<file path="config.mk">
export PLATFORM = sky130hd
export DESIGN_NAME = gpio_bank_ctrl
export DESIGN_NICKNAME = d
export VERILOG_FILES = /design/src/rtl/gpio_pkg.sv /design/src/rtl/gpio_ctrl.sv /design/src/rtl/gpio_datapath.sv /design/src/rtl/gpio_bank_ctrl.sv
export SDC_FILE = /design/constraint.sdc
export NUM_CORES = 1
export LEC_CHECK = 0
export BUFFER_PORTS_ARGS = -buffer_cell sky130_fd_sc_hd__buf_2
export CAP_MARGIN = 40
export CELL_PAD_IN_SITES_DETAIL_PLACEMENT = 1
export CELL_PAD_IN_SITES_GLOBAL_PLACEMENT = 1
export CORE_ASPECT_RATIO = 1.25
export CORE_MARGIN = 2
export CORE_UTILIZATION = 43
export DETAILED_ROUTE_END_ITERATION = 12
export PLACE_DENSITY = 0.91
export SLEW_MARGIN = 20
export SYNTH_ARGS = -nofsm -noshare
export SYNTH_HDL_FRONTEND = slang
export SYNTH_HIERARCHICAL = 1
export SYNTH_SLANG_ARGS = --single-unit
</file>
<file path="constraint.sdc">
create_clock -name clk -period 2.65 [get_ports clk]
set_clock_uncertainty 0.2 [all_clocks]
set_input_delay 0.265 -clock clk [delete_from_list [all_inputs] [get_ports clk]]
set_output_delay 0.265 -clock clk [all_outputs]
set_load 0.01 [all_outputs]
</file>
<file path="src/rtl/gpio_pkg.sv">
package gpio_pkg;
  localparam int GRP_COUNT = 12;

  typedef enum logic [3:0] {
    GRP_OSET  = 4'd0,
    GRP_OCLR  = 4'd1,
    GRP_OUT   = 4'd2,
    GRP_IN    = 4'd3,
    GRP_OE    = 4'd4,
    GRP_PEND  = 4'd5,
    GRP_ENA   = 4'd6,
    GRP_IDENT = 4'd7,
    GRP_FSEL0 = 4'd8,
    GRP_FSEL1 = 4'd9,
    GRP_RSVD  = 4'd10,
    GRP_TRIG  = 4'd11
  } grp_e;

  typedef struct packed {
    logic [GRP_COUNT-1:0] wrStb;
    logic                 bankSel;
    grp_e                 rdGrp;
    logic                 rdHit;
  } gpio_stb_t;
endpackage

</file>
<file path="src/rtl/gpio_ctrl.sv">
module gpio_ctrl
  import gpio_pkg::*;
#(
  parameter int NPINS  = 40,
  parameter int ADDR_W = 8
) (
  input  logic              clk,
  input  logic              rstN,
  input  logic              wrEn,
  input  logic [ADDR_W-1:0] regAddr,
  output gpio_stb_t         stb
);
  localparam int BANKS  = 1 + (NPINS - 1) / 32;
  localparam int WORD_W = ADDR_W - 2;

  logic [WORD_W-1:0] wordIdx;
  logic [WORD_W-1:0] grpIdx;
  logic              bankIdx;
  logic              mapped;
  logic              writable;

  assign wordIdx = regAddr[ADDR_W-1:2];

  generate
    if (BANKS == 1) begin : g_one_bank
      assign grpIdx  = wordIdx;
      assign bankIdx = 1'b0;
    end else begin : g_two_banks
      assign grpIdx  = {1'b0, wordIdx[WORD_W-1:1]};
      assign bankIdx = wordIdx[0];
    end
  endgenerate

  always_comb begin
    mapped   = (grpIdx < WORD_W'(GRP_COUNT)) && (grpIdx != WORD_W'(GRP_RSVD));
    writable = mapped && (grpIdx != WORD_W'(GRP_IN)) && (grpIdx != WORD_W'(GRP_IDENT));
    stb         = '0;
    stb.rdHit   = mapped;
    stb.rdGrp   = grp_e'(grpIdx[3:0]);
    stb.bankSel = bankIdx;
    for (int g = 0; g < GRP_COUNT; g++)
      stb.wrStb[g] = wrEn && writable && (grpIdx == WORD_W'(g));
  end

  p_strobe_onehot_r3: assert property (@(posedge clk) disable iff (!rstN)
    $onehot0(stb.wrStb));
  p_no_write_idle_r3: assert property (@(posedge clk) disable iff (!rstN)
    !wrEn |-> (stb.wrStb == '0));
endmodule

</file>
<file path="src/rtl/gpio_datapath.sv">
module gpio_datapath
  import gpio_pkg::*;
#(
  parameter int NPINS = 40
) (
  input  logic               clk,
  input  logic               rstN,
  input  gpio_stb_t          stb,
  input  logic [31:0]        wrData,
  input  logic [NPINS-1:0]   pinIn,
  output logic [31:0]        rdData,
  output logic [NPINS-1:0]   pinOut,
  output logic [NPINS-1:0]   pinOe,
  output logic [2*NPINS-1:0] pinFunc,
  output logic               irqOut
);
  localparam int BANKS = 1 + (NPINS - 1) / 32;
  localparam int W     = BANKS * 32;
  localparam logic [W-1:0] VMASK = (W'(1) << NPINS) - W'(1);

  logic [W-1:0] bankMask, fieldMask, wrMask, evtV, clrV, inPad, wordSel;
  logic [W-1:0] syncA, syncB, syncC;
  logic [W-1:0] outReg, oeReg, pendReg, enaReg, alt0Reg, alt1Reg, trigReg;

  generate
    for (genvar b = 0; b < BANKS; b++) begin : g_bank
      assign bankMask[b*32 +: 32] = {32{stb.bankSel == 1'(b)}};
    end
  endgenerate

  assign inPad     = W'(pinIn);
  assign fieldMask = bankMask & VMASK;
  assign wrMask    = {BANKS{wrData}} & fieldMask;
  assign evtV      = ((trigReg & syncB) | (~trigReg & (syncB ^ syncC))) & VMASK;
  assign clrV      = stb.wrStb[GRP_PEND] ? wrMask : '0;

  always_ff @(posedge clk) begin
    if (!rstN) begin
      syncA <= '0; syncB <= '0; syncC <= '0;
      outReg <= '0; oeReg <= '0; pendReg <= '0; enaReg <= '0;
      alt0Reg <= '0; alt1Reg <= '0; trigReg <= '0;
    end else begin
      syncA <= inPad;
      syncB <= syncA;
      syncC <= syncB;
      if (stb.wrStb[GRP_OSET])      outReg <= outReg | wrMask;
      else if (stb.wrStb[GRP_OCLR]) outReg <= outReg & ~wrMask;
      else if (stb.wrStb[GRP_OUT])  outReg <= (outReg & ~fieldMask) | wrMask;
      if (stb.wrStb[GRP_OE])    oeReg   <= (oeReg   & ~fieldMask) | wrMask;
      if (stb.wrStb[GRP_ENA])   enaReg  <= (enaReg  & ~fieldMask) | wrMask;
      if (stb.wrStb[GRP_FSEL0]) alt0Reg <= (alt0Reg & ~fieldMask) | wrMask;
      if (stb.wrStb[GRP_FSEL1]) alt1Reg <= (alt1Reg & ~fieldMask) | wrMask;
      if (stb.wrStb[GRP_TRIG])  trigReg <= (trigReg & ~fieldMask) | wrMask;
      pendReg <= (pendReg & ~clrV) | evtV;
    end
  end

  always_comb begin
    case (stb.rdGrp)
      GRP_OUT:   wordSel = outReg;
      GRP_IN:    wordSel = syncB;
      GRP_OE:    wordSel = oeReg;
      GRP_PEND:  wordSel = pendReg;
      GRP_ENA:   wordSel = enaReg;
      GRP_IDENT: wordSel = pendReg & enaReg;
      GRP_FSEL0: wordSel = alt0Reg;
      GRP_FSEL1: wordSel = alt1Reg;
      GRP_TRIG:  wordSel = trigReg;
      default:   wordSel = '0;
    endcase
    rdData = '0;
    for (int b = 0; b < BANKS; b++)
      if (stb.rdHit && (stb.bankSel == 1'(b))) rdData = wordSel[b*32 +: 32];
  end

  assign pinOut = outReg[NPINS-1:0];
  assign pinOe  = oeReg[NPINS-1:0];
  assign irqOut = |(pendReg & enaReg);

  generate
    for (genvar p = 0; p < NPINS; p++) begin : g_func
      assign pinFunc[2*p +: 2] = {alt1Reg[p], alt0Reg[p]};
    end
  endgenerate

  p_set_bits_r2: assert property (@(posedge clk) disable iff (!rstN)
    stb.wrStb[GRP_OSET] |=> ((outReg & $past(wrMask)) == $past(wrMask)));
  p_clear_bits_r2: assert property (@(posedge clk) disable iff (!rstN)
    stb.wrStb[GRP_OCLR] |=> ((outReg & $past(wrMask)) == '0));
  p_event_wins_r8: assert property (@(posedge clk) disable iff (!rstN)
    (|evtV) |=> ((pendReg & $past(evtV)) == $past(evtV)));
  p_w1c_r8: assert property (@(posedge clk) disable iff (!rstN)
    stb.wrStb[GRP_PEND] |=> ((pendReg & $past(wrMask & ~evtV)) == '0));
  p_high_bits_zero_r10: assert property (@(posedge clk) disable iff (!rstN)
    ((outReg | oeReg | pendReg | enaReg | alt0Reg | alt1Reg | trigReg) & ~VMASK) == '0);
endmodule

</file>
<file path="src/rtl/gpio_bank_ctrl.sv">
module gpio_bank_ctrl
  import gpio_pkg::*;
#(
  parameter int NPINS  = 40,
  parameter int ADDR_W = 8
) (
  input  logic               clk,
  input  logic               rstN,
  input  logic               wrEn,
  input  logic [ADDR_W-1:0]  regAddr,
  input  logic [31:0]        wrData,
  output logic [31:0]        rdData,
  input  logic [NPINS-1:0]   pinIn,
  output logic [NPINS-1:0]   pinOut,
  output logic [NPINS-1:0]   pinOe,
  output logic [2*NPINS-1:0] pinFunc,
  output logic               irqOut
);
  gpio_stb_t stb;

  gpio_ctrl #(.NPINS(NPINS), .ADDR_W(ADDR_W)) ctrl_i (
    .clk(clk), .rstN(rstN), .wrEn(wrEn), .regAddr(regAddr), .stb(stb)
  );

  gpio_datapath #(.NPINS(NPINS)) dp_i (
    .clk(clk), .rstN(rstN), .stb(stb), .wrData(wrData), .pinIn(pinIn),
    .rdData(rdData), .pinOut(pinOut), .pinOe(pinOe), .pinFunc(pinFunc),
    .irqOut(irqOut)
  );
endmodule

</file>
==> impl_metrics.py <==
metrics = {
    "outcome": {
        "outcome": "complete, but fails checks",
        "violations": "setup timing",
    },
    "grt": {
        "overflow": 0,
        "grt_max_degree": 123,
        "first_global_vias": 19290,
        "antenna_found_initial": 0,
        "grt_pass1_wl_um": 115800,
        "track_usage_pct": 35.73,
    },
    "cts": {
        "clockBufferDepth": 3,
        "h-tree-depth": 2,
        "cts_root_buf": "clkbuf_16",
        "cts_sinks": 400,
        "clk_pin_slew_ns": 0.06,
        "numCtsBuffers": 41,
        "clk_latency_ns": 0.56,
        "cts_tree": "yes",
    },
    "power": {
        "p_total_mw": 13.65,
        "p_leak_nw": 8.401,
        "p_per_area_mw_per_mm2": 613.6,
        "ir_drop_mv": 0.4322,
    },
    "placed_design": {
        "dp_hpwl_um": 50490,
        "place.gp.congestion": 0.9599,
        "dp_cells": 2795,
        "portBuffers": 273,
    },
    "final_layout": {
        "fin_util_pct": 55.33,
        "final_cells": 2945,
        "drive_gt1_share_pct": 21.35,
        "syn2layout_area_growth_pct": 26.87,
        "finalNetCount": 2448,
    },
    "timing": {
        "finalHoldViolations": 0,
        "max-slew-margin-rel_pct": 53.13,
        "min_period_ns": 2.861,
        "maxSlewViolCount": 0,
        "setup_ws_ns": -0.2110,
        "finalCritPeriodShare_pct": 108.0,
        "worst_slew_pin_slew_ns": 0.7017,
        "timing.hold.ws_ns": 0.01191,
        "rsz0062_at_grt": "true",
        "timing.fmax_mhz": 349.5,
        "setup_viol": 3,
        "tns_ns": -0.2655,
    },
    "floorplanning": {
        "placementRows": 82,
        "design.die.area_mm2": 0.04243,
        "core_mm2": 0.04022,
        "initial_utilization_pct": 43.61,
        "ios": 276,
        "die_w_um": 184.6,
        "dieHeight_um": 229.8,
    },
    "drt": {
        "dr.pass1.iters": 9,
        "m1WireLength_um": 28880,
        "detail_route.wl_per_cell_um": 26.96,
        "ant_nets": 0,
        "routed.top_layer": "met4",
        "drt_iter0_drc": 2112,
        "wl_met3_um": 7075,
        "vias": 18320,
        "drc_errors": 0,
        "viasPerCell": 6.221,
        "wl_met2_um": 37320,
        "routed_wl_um": 79400,
    },
    "hold_path": {
        "min_path_type": "in -> reg",
        "hold_depth": 3,
    },
    "logic_synthesis": {
        "syn_area_mm2": 0.01754,
        "syn_area_per_cell_um2": 8.572,
        "syn_inst": 2046,
        "synth_nets": 2129,
        "yosys_warnings": 6,
    },
    "critical_path": {
        "worstPathArrival_ns": 2.40,
        "end_kind": "primary output",
        "critical_path_class": "in -> out",
        "critPathLaunchType": "input port",
        "path_max_fanout": 20,
        "cp_data_required_time_ns": 2.18,
        "worst_r2r_path_depth": 2,
    },
    "job": {
        "max-cap-violations": 0,
    },
}
cell type report:
cell class	instances	area, um2
inverters	5	28.78
multi-input cells	1458	8840
fillers	4668	17970
clock buffers	55	1181
flip-flops and latches	400	8014
clock inverters	21	255.2
repair buffers	459	3248
well taps	546	683.2
diodes	1	2.502
metrics by stage:
| stage | cell area, um2 | worst slack (ns) |
|---|---|---|
| after floorplan | 17540 | 0.4431 |
| after global placement | 19940 | 0.04662 |
| after detailed placement | 19940 | -0.03113 |
| after CTS | 22120 | 0.004496 |
| after global routing | 22250 | -0.1403 |
| final | 22250 | -0.2110 |
critical path, cell delays in order:
cell and delay, ns:
buf_4 0.13, buf_12 0.18, clkinvlp_4 0.17, buf_4 0.23, o221ai_2 0.38, o22ai_1 0.19, a221oi_1 0.40, o22ai_1 0.22
buf_2 0.19
routing by layer:
| layer | track usage, % | up-vias |
|---|---|---|
| met4 | 25.25 | 0 |
| met5 | 0 | - |
| li1 | - | 7741 |
| met1 | 40.59 | 8906 |
| met2 | 59.70 | 1261 |
| met3 | 7.206 | 414 |
path summary, 6_finish.rpt:
| path | end | slack, ns | startpoint |
|---|---|---|---|
| worst max-delay path | rdData[0] | -0.21 | regAddr[3] |
| worst max register to register | register | 1.21 | register |
| worst min-delay path | register | 0.01 | wrData[6] |
| worst min register to register | dp_i/syncB[1]$_SDFF_PN0_ | 0.23 | dp_i/syncA[1]$_SDFF_PN0_ |
timing repair:
item                                    CTS  global route
hold buffers                             70             0
gates resized for setup                   9            29
pin swaps                                 1             7
buffers inserted                          0             3
endpoints found under the setup margin    6            15
hold endpoints to repair                218             0
power breakdown:
group,internal (mW),switching (mW),leakage [nW]
logic,0.426,0.634,4.44
clock network,3.65,2.65,0.712
registers,6.15,0.145,3.25
total,10.2,3.43,8.40
placed cells by master (no fill, tap or decap), types with 29 or more instances in the layout:
master           n
clkbuf_16       43
nand3_1         42
nor2b_1         45
and2_1         131
o211ai_1        32
buf_2          269
dfxtp_1        395
buf_4           92
nand2_1        489
a22oi_1         36
a22o_1          29
a21oi_1         37
a21boi_0       232
a222oi_1        31
nand2b_1        33
dlygate4sd3_1   70
nor2_1          49
xnor2_1         40
Power figures use the tool's default switching activity.
